--- src/rtl/wp_pkg.sv ---
// Shared types for the way partitioner.
package wp_pkg;
    typedef enum logic [1:0] {
        WP_IDLE    = 2'd0,
        WP_PRELOAD = 2'd1,
        WP_SCAN    = 2'd2
    } wp_state_e;
endpackage

--- src/rtl/wp_hit_store.sv ---
// Snapshot of both cores' hit counters, taken when a run is accepted.
// Assumes position p of a vector sits at bits [p*CNT_W +: CNT_W].
// Gives two independent read ports, one for each core.
module wp_hit_store #(
    parameter int NUM_WAYS = 16,
    parameter int CNT_W    = 16,
    parameter int IDX_W    = $clog2(NUM_WAYS)
) (
    input  logic                      clk,
    input  logic                      rst_n,
    input  logic                      capture_i,
    input  logic [NUM_WAYS*CNT_W-1:0] c1_hits_i,
    input  logic [NUM_WAYS*CNT_W-1:0] c2_hits_i,
    input  logic [IDX_W-1:0]          rd1_idx_i,
    input  logic [IDX_W-1:0]          rd2_idx_i,
    output logic [CNT_W-1:0]          rd1_o,
    output logic [CNT_W-1:0]          rd2_o
);
    logic [CNT_W-1:0] snap1 [NUM_WAYS];
    logic [CNT_W-1:0] snap2 [NUM_WAYS];

    for (genvar p = 0; p < NUM_WAYS; p++) begin : g_pos
        // Copy one recency position of each core when a capture happens.
        always_ff @(posedge clk) begin
            if (!rst_n) begin
                snap1[p] <= '0;
                snap2[p] <= '0;
            end else if (capture_i) begin
                snap1[p] <= c1_hits_i[p*CNT_W +: CNT_W];
                snap2[p] <= c2_hits_i[p*CNT_W +: CNT_W];
            end
        end
    end

    // Read muxes for the two score accumulators.
    always_comb begin
        rd1_o = snap1[rd1_idx_i];
        rd2_o = snap2[rd2_idx_i];
    end
endmodule

--- src/rtl/wp_ctrl.sv ---
// Sequencer: idle -> preload (core 2 total of positions 0..W-2) -> scan
// (candidates 1..W-1, one per cycle) -> idle. Starts are only taken when idle.
module wp_ctrl
    import wp_pkg::*;
#(
    parameter int NUM_WAYS = 16,
    parameter int IDX_W    = $clog2(NUM_WAYS)
) (
    input  logic             clk,
    input  logic             rst_n,
    input  logic             start_i,
    output wp_state_e        state_o,
    output logic [IDX_W-1:0] step_o,
    output logic             capture_o
);
    localparam logic [IDX_W-1:0] LAST_PRE  = IDX_W'(NUM_WAYS - 2);
    localparam logic [IDX_W-1:0] LAST_CAND = IDX_W'(NUM_WAYS - 1);

    wp_state_e        state;
    logic [IDX_W-1:0] step;

    // A start is accepted only while no run is active.
    always_comb capture_o = (state == WP_IDLE) && start_i;

    // State and step counter for both passes.
    always_ff @(posedge clk) begin
        if (!rst_n) begin
            state <= WP_IDLE;
            step  <= '0;
        end else begin
            case (state)
                WP_IDLE: begin
                    if (start_i) begin
                        state <= WP_PRELOAD;
                        step  <= '0;
                    end
                end
                WP_PRELOAD: begin
                    if (step == LAST_PRE) begin
                        state <= WP_SCAN;
                        step  <= IDX_W'(1);
                    end else begin
                        step <= step + 1'b1;
                    end
                end
                WP_SCAN: begin
                    if (step == LAST_CAND) begin
                        state <= WP_IDLE;
                        step  <= '0;
                    end else begin
                        step <= step + 1'b1;
                    end
                end
                default: begin
                    state <= WP_IDLE;
                    step  <= '0;
                end
            endcase
        end
    end

    always_comb begin
        state_o = state;
        step_o  = step;
    end
endmodule

--- src/rtl/wp_score_acc.sv ---
// Running prefix sums. Core 2's sum is built up during preload and trimmed
// during scan. Core 1's sum starts at position 0 and grows during scan.
// After scan step a, the sums hold the scores for candidate a.
module wp_score_acc
    import wp_pkg::*;
#(
    parameter int NUM_WAYS = 16,
    parameter int CNT_W    = 16,
    parameter int IDX_W    = $clog2(NUM_WAYS),
    parameter int SUM_W    = CNT_W + $clog2(NUM_WAYS)
) (
    input  logic             clk,
    input  logic             rst_n,
    input  logic             clear_i,
    input  wp_state_e        state_i,
    input  logic [IDX_W-1:0] step_i,
    input  logic [CNT_W-1:0] rd1_i,
    input  logic [CNT_W-1:0] rd2_i,
    output logic [SUM_W-1:0] sum1_o,
    output logic [SUM_W-1:0] sum2_o
);
    logic [SUM_W-1:0] sum1, sum2;

    // Update both sums according to the current pass.
    always_ff @(posedge clk) begin
        if (!rst_n || clear_i) begin
            sum1 <= '0;
            sum2 <= '0;
        end else if (state_i == WP_PRELOAD) begin
            sum2 <= sum2 + SUM_W'(rd2_i);
            if (step_i == '0) sum1 <= SUM_W'(rd1_i);
        end else if (state_i == WP_SCAN) begin
            sum1 <= sum1 + SUM_W'(rd1_i);
            sum2 <= sum2 - SUM_W'(rd2_i);
        end
    end

    always_comb begin
        sum1_o = sum1;
        sum2_o = sum2;
    end
endmodule

--- src/rtl/wp_best_track.sv ---
// Keeps the best candidate seen so far, using a strict compare so the
// earliest (smallest) candidate wins a tie. It latches the result and pulses
// done after the last candidate. Assumes the candidates arrive in increasing order.
module wp_best_track #(
    parameter int NUM_WAYS = 16,
    parameter int IDX_W    = $clog2(NUM_WAYS),
    parameter int TOT_W    = 20,
    parameter int AW       = $clog2(NUM_WAYS + 1)
) (
    input  logic             clk,
    input  logic             rst_n,
    input  logic             eval_i,
    input  logic             first_i,
    input  logic             last_i,
    input  logic [IDX_W-1:0] cand_i,
    input  logic [TOT_W-1:0] total_i,
    output logic [AW-1:0]    core1_ways_o,
    output logic [AW-1:0]    core2_ways_o,
    output logic             done_o
);
    logic [TOT_W-1:0] best_total;
    logic [IDX_W-1:0] best_cand;
    logic             take;
    logic [IDX_W-1:0] pick;

    // The current candidate replaces the best if it is first or strictly better.
    always_comb begin
        take = first_i || (total_i > best_total);
        pick = take ? cand_i : best_cand;
    end

    // Best-so-far registers, the held allocation and the done pulse.
    always_ff @(posedge clk) begin
        if (!rst_n) begin
            best_total   <= '0;
            best_cand    <= IDX_W'(1);
            core1_ways_o <= AW'(NUM_WAYS / 2);
            core2_ways_o <= AW'(NUM_WAYS - NUM_WAYS / 2);
            done_o       <= 1'b0;
        end else begin
            done_o <= 1'b0;
            if (eval_i) begin
                if (take) begin
                    best_total <= total_i;
                    best_cand  <= cand_i;
                end
                if (last_i) begin
                    core1_ways_o <= AW'(pick);
                    core2_ways_o <= AW'(NUM_WAYS) - AW'(pick);
                    done_o       <= 1'b1;
                end
            end
        end
    end
endmodule

--- src/rtl/way_partitioner.sv ---
// Top: exhaustive search over the two-core way splits of a shared cache.
// Assumes NUM_WAYS >= 2 and that start_i comes from an external interval timer.
module way_partitioner
    import wp_pkg::*;
#(
    parameter int NUM_WAYS = 16,
    parameter int CNT_W    = 16,
    parameter int AW       = $clog2(NUM_WAYS + 1)
) (
    input  logic                      clk,
    input  logic                      rst_n,
    input  logic                      start_i,
    input  logic [NUM_WAYS*CNT_W-1:0] c1_hits_i,
    input  logic [NUM_WAYS*CNT_W-1:0] c2_hits_i,
    output logic [AW-1:0]             core1_ways_o,
    output logic [AW-1:0]             core2_ways_o,
    output logic                      done_o
);
    localparam int IDX_W = $clog2(NUM_WAYS);
    localparam int SUM_W = CNT_W + $clog2(NUM_WAYS);
    localparam int TOT_W = SUM_W + 1;
    localparam logic [IDX_W-1:0] LAST_CAND = IDX_W'(NUM_WAYS - 1);

    wp_state_e        state;
    logic [IDX_W-1:0] step;
    logic             capture;
    logic [IDX_W-1:0] rd1_idx, rd2_idx;
    logic [CNT_W-1:0] rd1, rd2;
    logic [SUM_W-1:0] sum1, sum2;
    logic [TOT_W-1:0] total;

    wp_ctrl #(.NUM_WAYS(NUM_WAYS), .IDX_W(IDX_W)) u_ctrl (
        .clk(clk), .rst_n(rst_n), .start_i(start_i),
        .state_o(state), .step_o(step), .capture_o(capture)
    );

    // Core 1 reads position step. Core 2 reads forward in preload and backward in scan.
    always_comb begin
        rd1_idx = step;
        rd2_idx = (state == WP_SCAN) ? (LAST_CAND - step) : step;
    end

    wp_hit_store #(.NUM_WAYS(NUM_WAYS), .CNT_W(CNT_W), .IDX_W(IDX_W)) u_store (
        .clk(clk), .rst_n(rst_n), .capture_i(capture),
        .c1_hits_i(c1_hits_i), .c2_hits_i(c2_hits_i),
        .rd1_idx_i(rd1_idx), .rd2_idx_i(rd2_idx),
        .rd1_o(rd1), .rd2_o(rd2)
    );

    wp_score_acc #(.NUM_WAYS(NUM_WAYS), .CNT_W(CNT_W), .IDX_W(IDX_W), .SUM_W(SUM_W)) u_acc (
        .clk(clk), .rst_n(rst_n), .clear_i(capture), .state_i(state), .step_i(step),
        .rd1_i(rd1), .rd2_i(rd2), .sum1_o(sum1), .sum2_o(sum2)
    );

    // Score of the candidate now under evaluation.
    always_comb total = TOT_W'(sum1) + TOT_W'(sum2);

    wp_best_track #(.NUM_WAYS(NUM_WAYS), .IDX_W(IDX_W), .TOT_W(TOT_W), .AW(AW)) u_best (
        .clk(clk), .rst_n(rst_n),
        .eval_i(state == WP_SCAN),
        .first_i(step == IDX_W'(1)),
        .last_i(step == LAST_CAND),
        .cand_i(step), .total_i(total),
        .core1_ways_o(core1_ways_o), .core2_ways_o(core2_ways_o), .done_o(done_o)
    );
endmodule

--- config.mk ---
export PLATFORM = sky130hd
export DESIGN_NAME = way_partitioner
export DESIGN_NICKNAME = d
export VERILOG_FILES = /design/src/rtl/wp_pkg.sv /design/src/rtl/wp_hit_store.sv /design/src/rtl/wp_ctrl.sv /design/src/rtl/wp_score_acc.sv /design/src/rtl/wp_best_track.sv /design/src/rtl/way_partitioner.sv
export SDC_FILE = /design/constraint.sdc
export NUM_CORES = 1
export LEC_CHECK = 0
export ABC_AREA = 1
export CAP_MARGIN = 20
export CELL_PAD_IN_SITES_DETAIL_PLACEMENT = 1
export CELL_PAD_IN_SITES_GLOBAL_PLACEMENT = 1
export CORE_MARGIN = 5
export CORE_UTILIZATION = 35
export CTS_CLUSTER_DIAMETER = 40
export DETAILED_ROUTE_END_ITERATION = 10
export GPL_TIMING_DRIVEN = 0
export PLACE_DENSITY = 0.72
export SETUP_SLACK_MARGIN = 0.05
export SYNTH_ARGS = -nofsm -noshare
export SYNTH_HDL_FRONTEND = slang
export SYNTH_SLANG_ARGS = --single-unit
--- constraint.sdc ---
create_clock -name clk -period 56 [get_ports clk]
set_input_delay 8.4 -clock clk [delete_from_list [all_inputs] [get_ports clk]]
set_output_delay 8.4 -clock clk [all_outputs]
set_load 0.05 [all_outputs]
[Word level (Yosys, flattened, before mapping)]
Memories as Yosys holds them, arrays and structs flattened. A register that Yosys moved wholly into a read port is not among the register bits.
Cells that the tools add are included.
Cells by class
  $add $sub $neg: 7
  $lt $le $gt $ge: 1
  equality and inequality tests: 9
  mux-type cells: 54
  bitwise operators: 32
  reduce and logical (&&, ||, !) cells: 12
Operators by type and width (count)
  16-bit 2-to-1 mux: 32
  20-bit 2-to-1 mux: 5
  20-bit by 16-bit adder with 20-bit output: 2
  1-bit bitwise OR: 32
  4-bit 2-to-1 mux: 7
  20-bit by 20-bit adder with 21-bit output: 1
  21-bit greater-than comparator: 1
  20-bit by 16-bit subtractor with 20-bit output: 1
  4-bit case mux with 3 select lines: 1
  4-bit == test, second input constant: 2
  2-bit inequality test, second input constant: 4
  2-bit AND reduction: 4
  2-bit 2-to-1 mux: 3
  2-bit case mux with 3 select lines: 1
  1-bit 2-to-1 mux: 5
  5-bit by 4-bit subtractor with 5-bit output, first input constant: 1
  4-bit by 1-bit adder with 4-bit output, second input constant: 1
  4-bit by 1-bit == test with 1-bit output, second input constant: 1
  4-bit logical NOT: 1
  4-bit subtractor, first input constant: 1
  3-bit AND reduction: 1
  2-bit by 1-bit == test with 1-bit output, second input constant: 1
  2-bit == test, second input constant: 1
  2-bit logical NOT: 1
  other kinds (4): 5
Storage, ports and cells
  bits in registers: 81
  RAM bits: 512
  bits of input ports: 515
  output and inout bits: 11
  logic and storage cells: 126
  memories kept: 2
Memory list
  u_store.snap1: words 16, bits a word 16, rd ports 1, clocked after Yosys merged registers in 1, wr ports 16, RTL line wp_hit_store.sv:19  | logic [CNT_W-1:0] snap1 [NUM_WAYS];
  u_store.snap2: words 16, bits a word 16, rd ports 1, clocked after Yosys merged registers in 0, wr ports 16, RTL line wp_hit_store.sv:20  | logic [CNT_W-1:0] snap2 [NUM_WAYS];

[Logic depth before layout (Yosys ltp)]
Gate-level depths: netlist (run 1).
  word-level depth: 6
  mapped depth: 35

[Modules after synthesis]
From an unflattened synthesis (run 1), not the netlist that was laid out.
Unflattened totals
  cell total of the unflattened synthesis: 4341
  area, all modules: 33598.5 µm²
By module, submodules not included
  wp_hit_store: times used 1, cells each 3145, area each 26022.5 µm²
  wp_score_acc: times used 1, cells each 636, area each 3976.3 µm²
  wp_best_track: times used 1, cells each 255, area each 1893.1 µm²
  way_partitioner: times used 1, cells each 244, area each 1285.0 µm²
  wp_ctrl: times used 1, cells each 61, area each 421.7 µm²

[Worst setup path before layout (run 1)]
No wires, ideal clock.
  path kind: input -> register
  start: input port rst_n
  end: memory u_store.snap1[0][0] (enable)
  library setup time: 1.076 ns
  arrival time: 22.916 ns
  data required time: 54.924 ns
  slack: 32.007 ns
  cell stages on the path: 5
  buffers on the path: 2
  cells stage by stage: clkbuf_1 -> inv_1 -> a21oi_1 -> inv_1 -> clkbuf_1
RTL lines
  start: declaration: RTL line way_partitioner.sv:11  | input logic rst_n,
  end: declaration: RTL line wp_hit_store.sv:19

==> impl_results.md, run 1 <==
* CTS clk-pin slew, worst paths at 50 ps
* DR iter-0 viols at 2581
* Mapped Area at 32010 sq um
* ANT nets after route at 0
* Final Critical Period at 10980 ps
* Crit Reg-Reg Startpoint: u_ctrl.state_o[0]
* Synthesized Nets at 4372
* DP HPWL at 100300 um
* GPL Wtd Cong at 0.8850
* Initial Util at 35.08%
* CP Buf/Inv Count at 7
* Critical Path Source: rst_n
* # IOs at 526
* Total CTS buffers at 110
* Crit path max fanout at 67
* Status: completed
* Hold Path Class: reg -> reg
* Worst Setup End Kind: register
* Post-CTS setup buffers at 0
* Final Hold Viols at 0
* Leak at 19.51 nW
* Via count at 29010
* Die ar. at 97600 sq um
* Post-synthesis sequential area ratio at 53.29%
* Final std cells w/o fill at 5707
* Reg power frac at 28.5%
* Endpoints failing setup at 0
* Total Routed Length at 131700 um
* Max-cap viol count at 0
* GRT overflow at 0
* Final Skew at 59.70 ps
* CP Data Required Time at 56370 ps
* IR Drop Worst-Case VDD at 0.02763 mV
* Clock tree root buffer cell: clkbuf_16
* Global-route wire length before repair at 188500 um
* Int Power at 1.346 mW
* Max transition margin at 22.22%
* RSZ-0062 raised after global routing: no
* Reg2Reg Setup Slack at 49950 ps
* Worst-Margin Slew at 1167 ps
* Number of remaining DRC errors at 0
* WL per Instance at 23.08 um
* H-tree depth at 3
* Layout cells sized above 1 at 5.504%
* Top cell type's share of synthesized area at 48.04%
* Slowest stage cell on the critical path: a21oi_1
* Number of hold-repair buffers added at the cts stage at 0
* HP Start: u_best.best_total[9]
* Vias in the first global route at 30090
* Total GRT Usage at 25.90%
* #FFs+latches synth at 596
* Die Height at 312.4 um
* Post-Place Cells at 5486
* Crit-path cells: clkbuf_1, inv_1, a21oi_1, inv_1, clkbuf_4, buf_16, buf_16, buf_16
* Top cells by area, synth: edfxtp_1 48%, inv_1 11%, nor2_1 7.3%
* Area leader, netlist: edfxtp_1
* Core Region at 91250 sq um
* NetSw at 0.9285 mW
* Highest clock rate at 91.10 MHz
* Area Growth Syn to Fin at 33.83%
* Ratio of final minimum period to clock period at 19.60%
* Worst-Skew Late Latency at 690 ps
* Largest net degree at the start of global routing at 72
* FP Rows at 111
* Crit path DAT at 11340 ps
* Most frequent CP cell: buf_16
* Yosys cell types at 49
* Crit-path leading delay family: buffers and inverters
* Gate Count Post-Synth at 3768
* Syn Area/Cell at 8.494 sq um
* PD cells at 53.09 nW/um^2
* Vias/cell at 5.084
* Startpoint class of the critical path: input port
* Yosys warnings at 0
* Antenna violations before repair at 15
* Worst Setup Path Type: in -> reg
* Nets at 5016
* TNS Setup at 0 ps
* Clock Path Buffers at 3
* Sw Ratio at 40.83%
* CTS resizes at 0
* Comb power frac at 41.1%
* CTS sink cnt at 596
* Clock network power share at 30.4%
* Pins over their slew limit at 0
* Port Buffers at 523
* Die X at 312.4 um
* TritonCTS clock tree: built
* Router iterations before antenna repair at 8
* Slowest cell delay on critical path at 650 ps
* Total Power at 2.274 mW
## path summary, 6_finish.rpt
kind,endpoint,depth (start not counted)
setup reg to reg,u_acc.sum2_o[15],27
setup / recovery,u_store.snap2[11][13],8
hold / removal,u_best.best_total[9],2
hold reg to reg,u_best.best_total[9],2
## routing by layer
layer | vias to the layer above | share of wire (%) | routed length [um] | track usage, %
li1 | 13300 | - | - | -
met1 | 14150 | 40 | 52490 | 32.58
met2 | 1250 | 47 | 61980 | 42.52
met3 | 303 | 7.9 | 10460 | 5.470
met4 | 6 | 5.1 | 6739 | 12.73
met5 | - | 0.036 | 47 | 0
## cell usage after synthesis, drive strengths merged
cell	n
buf	54
nand2	421
fa	3
mux2i	64
o2111ai	1
o21ai	175
o31ai	3
nand3	285
ha	86
xor2	35
nor3	13
o22ai	3
dfxtp	84
a21oi	180
a21o	6
o211ai	93
a21boi	2
nand3b	5
clkbuf	121
a221oi	2
inv	923
o221ai	3
xnor2	19
a211oi	11
clkinv	2
nor2	626
nor4	2
and3	2
conb	1
or2	3
edfxtp	512
and2	3
o21bai	1
nand4	12
nor4b	1
a31oi	11
## layout by cell type, fill, tap and decap left out, types with 10 or more instances in the layout
master	synthesis	layout
inv_1	919	919
nor2_1	624	624
clkdlybuf4s50_1	0	523
edfxtp_1	512	512
nand2_1	416	416
nand3_1	285	285
a21oi_1	180	180
o21ai_0	169	169
clkbuf_1	120	129
clkbuf_16	0	110
o211ai_1	93	93
ha_1	86	86
dfxtp_1	84	84
mux2i_1	64	64
xor2_1	34	34
buf_2	22	22
clkinv_2	0	21
xnor2_1	17	17
buf_1	16	16
bufinv_16	0	16
diode_2	0	15
clkinv_1	2	15
nor3_1	12	12
nand4_1	12	12
a31oi_1	11	11
buf_4	11	11
a211oi_1	11	11
inv_6	0	10
clkinvlp_4	0	10
## power by group through the flow
stage | combinational [mW] | clock, mW | sequential, mW
after floorplan | 0.590 | 0 | 0.685
after global placement | 0.882 | 0 | 0.718
after detailed placement | 0.914 | 0 | 0.654
after CTS | 0.925 | 0.697 | 0.647
after global routing | 1.03 | 0.718 | 0.655
final | 0.935 | 0.691 | 0.647
## cell type report
type,instances,area (sq um)
Multi-Input combinational cell,2072,10710
Sequential cell,596,17060
Clock buffer,122,2818
Timing Repair Buffer,532,5470
Inverter,925,3472
Clock inverter,84,1013
Tap cell,1186,1484
Antenna cell,15,37.54
Fill cell,10650,48410
Buffer,175,768.2
## worst register-to-register path, stage by stage (launching register included)
cell      delay [ps]
dfxtp_1          330
inv_1             90
ha_1             290
xnor2_2          660
clkbuf_1         600
o211ai_1         380
nand3_1          160
nand3_1          100
nand2_1          240
inv_1            100
ha_1             230
nand2_1          140
nor2_1            70
nand2_1          120
nand2_1          100
xnor2_1          150
ha_1             360
nand2_1          110
nor2_1           210
nand2_1           90
o211ai_1         160
nor2_1           100
o21ai_0          470
a21oi_1          170
o21ai_0          190
a21oi_1           50
or2_2            270
inv_1             50
## cells by family after synthesis
family | share of synthesized area, %
multiplexers | 2.001
adder cells (fa/ha/maj) | 3.550
AND/OR/NAND/NOR | 17.62
AO/OA/AOI/OAI | 8.710
flip-flops | 53.29
other | 0.01172
XOR/XNOR | 1.583
buffers and inverters | 13.24
## registers in the layout (all words and copies together) (netlist names), named ones only
| register | count |
|---|---|
| u_store.snap1 | 256 |
| u_best.done_o | 1 |
| u_ctrl.step_o | 4 |
| u_best.best_cand | 4 |
| u_best.core2_ways_o | 5 |
| u_store.snap2 | 256 |
| u_acc.sum1_o | 20 |
| u_acc.sum2_o | 20 |
| u_best.best_total | 21 |
| u_best.core1_ways_o | 3 |
| u_ctrl.state_o | 2 |
## stage by stage
stage / hold WS [ps] / util, % / setup slack, ps / instance area [sq um]
after floorplan: 433.1 / - / 32010 / 32010
after global placement: 447.1 / 42.44 / 25030 / 38730
after detailed placement: 454.2 / 42.70 / 44400 / 38960
after CTS: 462.9 / 46.90 / 45040 / 42800
after global routing: 483.8 / 46.93 / 44930 / 42820
final: 459.4 / 46.94 / 45020 / 42830
(Power assumes the default switching activity.)
==> inputs of run 2 (changes only) <==
--- a/config.mk
+++ b/config.mk
@@ -14,7 +14,7 @@
 export CTS_CLUSTER_DIAMETER = 40
 export DETAILED_ROUTE_END_ITERATION = 10
 export GPL_TIMING_DRIVEN = 0
-export PLACE_DENSITY = 0.72
+export PLACE_DENSITY = 0.75
 export SETUP_SLACK_MARGIN = 0.05
 export SYNTH_ARGS = -nofsm -noshare
 export SYNTH_HDL_FRONTEND = slang
==> constraint.sdc (replaced) <==
create_clock -name clk -period 8.85 [get_ports clk]
set_input_delay 1.3275 -clock clk [delete_from_list [all_inputs] [get_ports clk]]
set_output_delay 1.3275 -clock clk [all_outputs]
set_load 0.05 [all_outputs]
==> run 2 against run 1 <==
Die area unchanged. Routed wire length down 0.23%. Non-clock buffer count down 5. Sequential power rose to 6.3 times the previous value. Sequential cell count unchanged. Cell area down 0.36%. Clock-buffer cell count up 1. Sequential share of layout area up 0.14 points. Global-route usage about the same. Clock skew down 11 ps. Combinational power rose to 6.4 times the previous value. Core utilization down 0.17 points. Largest power group unchanged.
==> impl_results.md, run 2 (synthesis results as in run 1) <==
* Core Region at 91250 sq um (unchanged)
* Antenna violations before repair at 25 (was 15)
* Setup WS post-layout at 2664 ps (was 45020 ps)
* Final std cells w/o fill at 5706 (was 5707)
* Final Critical Period at 6186 ps
* Worst Setup End Kind: register (unchanged)
* H-tree depth at 3 (unchanged)
* Die ar. at 97600 sq um (unchanged)
* PD cells at 337.0 nW/um^2 (was 53.09 nW/um^2)
* Max-cap viol count at 0 (unchanged)
* Port Buffers at 523 (unchanged)
* Worst Setup Path Type: reg -> reg (was in -> reg)
* Number of hold-repair buffers added at the cts stage at 0 (unchanged)
* Placed inst area at 38840 sq um (was 38960 sq um)
* Leak at 19.41 nW (was 19.51 nW)
* Crit path DAT at 6820 ps (was 11340 ps)
* Status: completed (unchanged)
* Post-Place Setup Slack at 2914 ps (was 44400 ps)
* Ratio of final minimum period to clock period at 69.90%
* Final Hold Viols at 0 (unchanged)
* Pins over their slew limit at 0 (unchanged)
* TritonCTS clock tree: built (unchanged)
* Startpoint class of the critical path: register (was input port)
* CTS clk-pin slew, worst paths at 50 ps (about the same)
* Worst-Skew Late Latency at 680 ps (was 690 ps)
* Area Growth Syn to Fin at 33.35% (was 33.83%)
* Commonest non-fill, non-tap cell in the layout: inv_1 (unchanged)
* Cells on worst reg2reg path at 27 (unchanged)
* Worst-Margin Slew at 1201 ps (was 1167 ps)
* Max transition margin at 19.95% (was 22.22%)
* Die X at 312.4 um (unchanged)
* Hold Path Class: reg -> reg (unchanged)
* Number of remaining DRC errors at 0 (unchanged)
* Global-route wire length before repair at 189600 um (was 188500 um)
* ANT nets after route at 0 (unchanged)
* Layout cells sized above 1 at 5.395% (was 5.504%)
* WL per Instance at 23.03 um (was 23.08 um)
* Post-CTS setup buffers at 0 (unchanged)
* Total CTS buffers at 111 (was 110)
* Endpoints failing setup at 0 (unchanged)
* Final Skew at 48.56 ps (was 59.70 ps)
* Highest clock rate at 161.6 MHz
* IR Drop Worst-Case VDD at 0.1825 mV (was 0.02763 mV)
* Vias/cell at 5.070 (was 5.084)
* Hold Crit Depth at 2 (unchanged)
* Die Height at 312.4 um (unchanged)
* Final Core Density at 46.78% (was 46.94%)
* Total Routed Length at 131400 um (was 131700 um)
* CTS sink cnt at 596 (unchanged)
* RSZ-0062 raised after global routing: no (unchanged)
* Post-Place Cells at 5481 (was 5486)
* TNS Setup at 0 ps (unchanged)
* Final Instance Area at 42680 sq um (was 42830 sq um)
* Total Power at 14.38 mW (was 2.274 mW)
* Total GRT Usage at 25.87% (was 25.90%)
* DR iter-0 viols at 2586 (was 2581)
* Vias in the first global route at 30540 (was 30090)
* GRT overflow at 0 (unchanged)
* Most frequent cells in the layout: 919 x inv_1, 624 x nor2_1, 523 x clkdlybuf4s50_1 (unchanged)
* CTS resizes at 0 (unchanged)
* Clock Path Buffers at 3 (unchanged)
* # IOs at 526 (unchanged)
* Largest net degree at the start of global routing at 165 (was 72)
* Clock tree root buffer cell: clkbuf_16 (unchanged)
* GPL Wtd Cong at 0.9037 (was 0.8850)
* Via count at 28930 (was 29010)
* Top flop regs: u_store.snap1 x256, u_store.snap2 x256, u_best.best_total x21 (unchanged)
* FP Rows at 111 (unchanged)
* Nets at 5012 (was 5016)
* Initial Util at 35.08% (unchanged)
* Hold Slack at 459.9 ps (was 459.4 ps)
* CP Data Required Time at 9480 ps (was 56370 ps)
* Crit path max fanout at 10 (was 67)
* Router iterations before antenna repair at 5 (was 8)
* DP HPWL at 98950 um (was 100300 um)
run 2: power by group:
group / switching, mW / total (mW) / internal [mW]
logic: 4.08 / 5.94 / 1.85
clock network: 1.59 / 4.34 / 2.75
registers: 0.242 / 4.10 / 3.86
total: 5.91 / 14.4 / 8.47
run 2: critical path: stages, from the launching register on:
cell      delay, ps
dfxtp_1         340
inv_1            90
ha_1            290
xnor2_2         660
clkbuf_1        640
o211ai_1        390
nand3_1         160
nand3_1         120
nand2_1         260
inv_1           100
ha_1            220
nand2_1         120
nor2_1           60
nand2_1         130
nand2_1         110
xnor2_1         170
ha_1            380
nand2_1         120
nor2_1          190
nand2_1          70
o211ai_1        160
nor2_1          110
o21ai_0         420
a21oi_1         170
o21ai_0         200
a21oi_1          70
or2_2           290
inv_1            50
run 2: per-layer routing:
metal | share of wire (%) | up-vias | track usage [%]
met2 | 48 | 1224 | 43.69
met4 | 4.7 | 14 | 11.91
met5 | 0.075 | - | 0
met3 | 7.5 | 292 | 5.066
li1 | - | 13290 | -
met1 | 40 | 14110 | 32.11
run 2: cell type report:
cell class	count	area, sq um
fillers	10690	48570
plain buffers	175	785.8
repair buffers	527	5333
diodes	16	40.04
flip-flops and latches	596	17060
clock buffers	123	2865
clock inverters	86	930.9
well taps	1186	1484
inverters	925	3472
multi-input cells	2072	10710
run 2: path summary, 6_finish.rpt:
| kind | startpoint | to | slack (ps) |
|---|---|---|---|
| worst min-delay path | u_best.best_total[10] | u_best.best_total[10] | 460 |
| worst max register to register | u_ctrl.state_o[0] | u_acc.sum2_o[15] | 2660 |
| worst min register to register | u_best.best_total[10] | u_best.best_total[10] | 460 |
| worst max-delay path | u_ctrl.state_o[0] | u_acc.sum2_o[15] | 2660 |
==> inputs of run 3 (changes only) <==
--- a/config.mk
+++ b/config.mk
@@ -14,7 +14,7 @@
 export CTS_CLUSTER_DIAMETER = 40
 export DETAILED_ROUTE_END_ITERATION = 10
 export GPL_TIMING_DRIVEN = 0
-export PLACE_DENSITY = 0.75
+export PLACE_DENSITY = 0.72
 export SETUP_SLACK_MARGIN = 0.05
 export SYNTH_ARGS = -nofsm -noshare
 export SYNTH_HDL_FRONTEND = slang
==> constraint.sdc (replaced) <==
create_clock -name clk -period 6.25 [get_ports clk]
set_input_delay 0.9375 -clock clk [delete_from_list [all_inputs] [get_ports clk]]
set_output_delay 0.9375 -clock clk [all_outputs]
set_load 0.05 [all_outputs]
==> run 3 against run 2 <==
Clock skew increased by 2.0 ps. Clock power increased by 38%. Non-clock buffer count unchanged. Sequential power increased by 41%. Total power increased by 40%. Critical path depth increased by 1. Worst setup slack got worse by 2200 ps. Largest power group unchanged.
==> impl_results.md, run 3 (synthesis results as in run 1) <==
* CTS sink cnt at 596 (unchanged)
* Worst Setup Path Type: reg -> reg (unchanged)
* IR Drop Worst-Case VDD at 0.2561 mV (was 0.1825 mV)
* Most frequent cells in the layout: 919 x inv_1, 624 x nor2_1, 523 x clkdlybuf4s50_1 (unchanged)
* Initial Util at 35.08% (unchanged)
* Area Growth Syn to Fin at 33.23% (was 33.35%)
* Slowest cell delay on critical path at 610 ps (was 660 ps)
* Total Power at 20.11 mW (was 14.38 mW)
* Leak at 19.37 nW (was 19.41 nW)
* Clock Path Buffers at 3 (unchanged)
* Number of remaining DRC errors at 0 (unchanged)
* Commonest non-fill, non-tap cell in the layout: inv_1 (unchanged)
* Post-Place Setup Slack at 525.4 ps (was 2914 ps)
* Worst Setup End Kind: register (unchanged)
* Via count at 28530 (was 28930)
* Pins over their slew limit at 0 (unchanged)
* Startpoint class of the critical path: register (unchanged)
* Router iterations before antenna repair at 5 (unchanged)
* NetSw at 8.205 mW (was 5.914 mW)
* Vias in the first global route at 29470 (was 30540)
* PD cells at 471.6 nW/um^2 (was 337.0 nW/um^2)
* Final Hold Viols at 0 (unchanged)
* Most frequent CP cell: nand2_1 (unchanged)
* Port Buffers at 523 (unchanged)
* Total GRT Usage at 25.47% (was 25.87%)
* Final Core Density at 46.73% (was 46.78%)
* Total CTS buffers at 113 (was 111)
* Final Skew at 50.53 ps (was 48.56 ps)
* ANT nets after route at 0 (unchanged)
* Number of fill cells at 10620 (was 10690)
* Crit path max fanout at 10 (unchanged)
* Die X at 312.4 um (unchanged)
* DP HPWL at 98270 um (was 98950 um)
* Antenna violations before repair at 15 (was 25)
* Vias/cell at 5.003 (was 5.070)
* Multi-input logic area at 10740 sq um (was 10710 sq um)
* Reg power frac at 28.9% (was 28.5%)
* GRT Max-Usage Layer: met2 (unchanged)
* Nets at 5014 (was 5012)
* GRT overflow at 0 (unchanged)
* Sw Ratio at 40.80% (was 41.12%)
* Slowest stage cell on the critical path: clkbuf_1 (was xnor2_2)
* WL per Instance at 22.67 um (was 23.03 um)
* Largest net degree at the start of global routing at 194 (was 165)
* Worst-Skew Late Latency at 690 ps (was 680 ps)
* CP Buf/Inv Count at 5 (was 4)
* Int Power at 11.91 mW (was 8.468 mW)
* Total Routed Length at 129300 um (was 131400 um)
* Clock network power share at 29.9% (was 30.2%)
* CP Data Required Time at 6850 ps (was 9480 ps)
* Die ar. at 97600 sq um (unchanged)
* Layout cells sized above 1 at 5.348% (was 5.395%)
* Max transition margin at 20.47% (was 19.95%)
* Global-route wire length before repair at 186300 um (was 189600 um)
* DR iter-0 viols at 2613 (was 2586)
* Worst-Margin Slew at 1193 ps (was 1201 ps)
* Top flop regs: u_store.snap1 x256, u_store.snap2 x256, u_best.best_total x21 (unchanged)
* TritonCTS clock tree: built (unchanged)
* Final Critical Period at 5772 ps (was 6186 ps)
* Endpoints failing setup at 0 (unchanged)
* Crit path DAT at 6370 ps (was 6820 ps)
* TNS Setup at 0 ps (unchanged)
* Hold Path Class: reg -> reg (unchanged)
* RSZ-0062 raised after global routing: no (unchanged)
* FP Rows at 111 (unchanged)
* Crit-path leading delay family: simple AND/OR/NAND/NOR gates (unchanged)
* Die Height at 312.4 um (unchanged)
* Max-cap viol count at 0 (unchanged)
* Comb power frac at 41.3% (about the same)
* Setup WS post-layout at 477.9 ps (was 2664 ps)
* # IOs at 526 (unchanged)
* GPL Wtd Cong at 0.8931 (was 0.9037)
* Met2 GRT Util at 43.08% (was 43.69%)
* Storage cell area at 17060 sq um (unchanged)
* Core Region at 91250 sq um (unchanged)
* Met3 GRT Util at 4.390% (was 5.066%)
* Met1 Track Usage GR at 32.66% (was 32.11%)
* Highest clock rate at 173.2 MHz (was 161.6 MHz)
* Ratio of final minimum period to clock period at 92.35% (was 69.90%)
* Clock tree root buffer cell: clkbuf_16 (unchanged)
* CTS clk-pin slew, worst paths at 50 ps (about the same)
* H-tree depth at 3 (unchanged)
* Status: completed (unchanged)
[run 3: changes by cell type in the layout (fill, tap and decap cells not counted), moves of 2 or more]
cell        delta
clkinv_2       +3
clkinv_8       +2
clkinvlp_4     +5
bufinv_16      -4
clkbuf_1       +6
inv_6         -11
clkbuf_16      +3
diode_2        -6
xnor2_4        +2
[run 3: metrics by stage]
step                hold WS, ps  cell area, sq um  std cells
finish                    460.9             42640       5702
global route              486.5             42640       5699
CTS                       463.9             42590       5692
detailed placement        453.6             38840       5481
global placement          442.8             38730       5477
floorplan                 433.1             32010       3768
[run 3: power groups by stage]
| stage | Clock [mW] | Combinational, mW | Sequential [mW] |
|---|---|---|---|
| after CTS | 6.04 | 8.21 | 5.80 |
| final | 6.00 | 8.30 | 5.80 |
| after detailed placement | 0 | 8.13 | 5.86 |
| after floorplan | 0 | 5.28 | 5.82 |
| after global placement | 0 | 7.92 | 5.98 |
| after global routing | 6.25 | 9.10 | 5.88 |
[run 3: what timing repair did]
item                       CTS  global route
setup endpoints to repair    0             1
resized for setup            0             4
hold buffers                 0             0
setup buffers                0             0
[run 3: tightest hold or removal path, cell delays in order, from the launching register on]
cell     delay (ps)
dfxtp_1         300
nand2_1          60
a21oi_1          50
[run 3: layer usage]
layer | wire length, um | vias up
met1 | 53080 | 13910
met2 | 62080 | 1067
met4 | 5175 | 12
met3 | 8867 | 261
met5 | 85 | -
li1 | - | 13280
[run 3: layout make-up]
| class | instances | share of cell area (%) |
|---|---|---|
| clock inverter | 78 | 1.799 |
| clock buffer | 133 | 6.980 |
| timing repair buffer | 527 | 12.51 |
| sequential | 596 | 40.00 |
| multi-input combinational | 2072 | 25.20 |
| tap | 1186 | 3.480 |
| antenna | 10 | 0.05868 |
| inverter | 925 | 8.142 |
| buffer | 175 | 1.843 |
[run 3: path summary, 6_finish.rpt]
check	cells after the start	to	start	slack (ps)
worst max-delay path	28	u_acc.sum2_o[15]	u_ctrl.state_o[0]	480
worst min-delay path	2	u_best.core2_ways_o[4]	u_best.core2_ways_o[4]	460
worst max register to register	28	u_acc.sum2_o[15]	u_ctrl.state_o[0]	480
worst min register to register	2	u_best.core2_ways_o[4]	u_best.core2_ways_o[4]	460
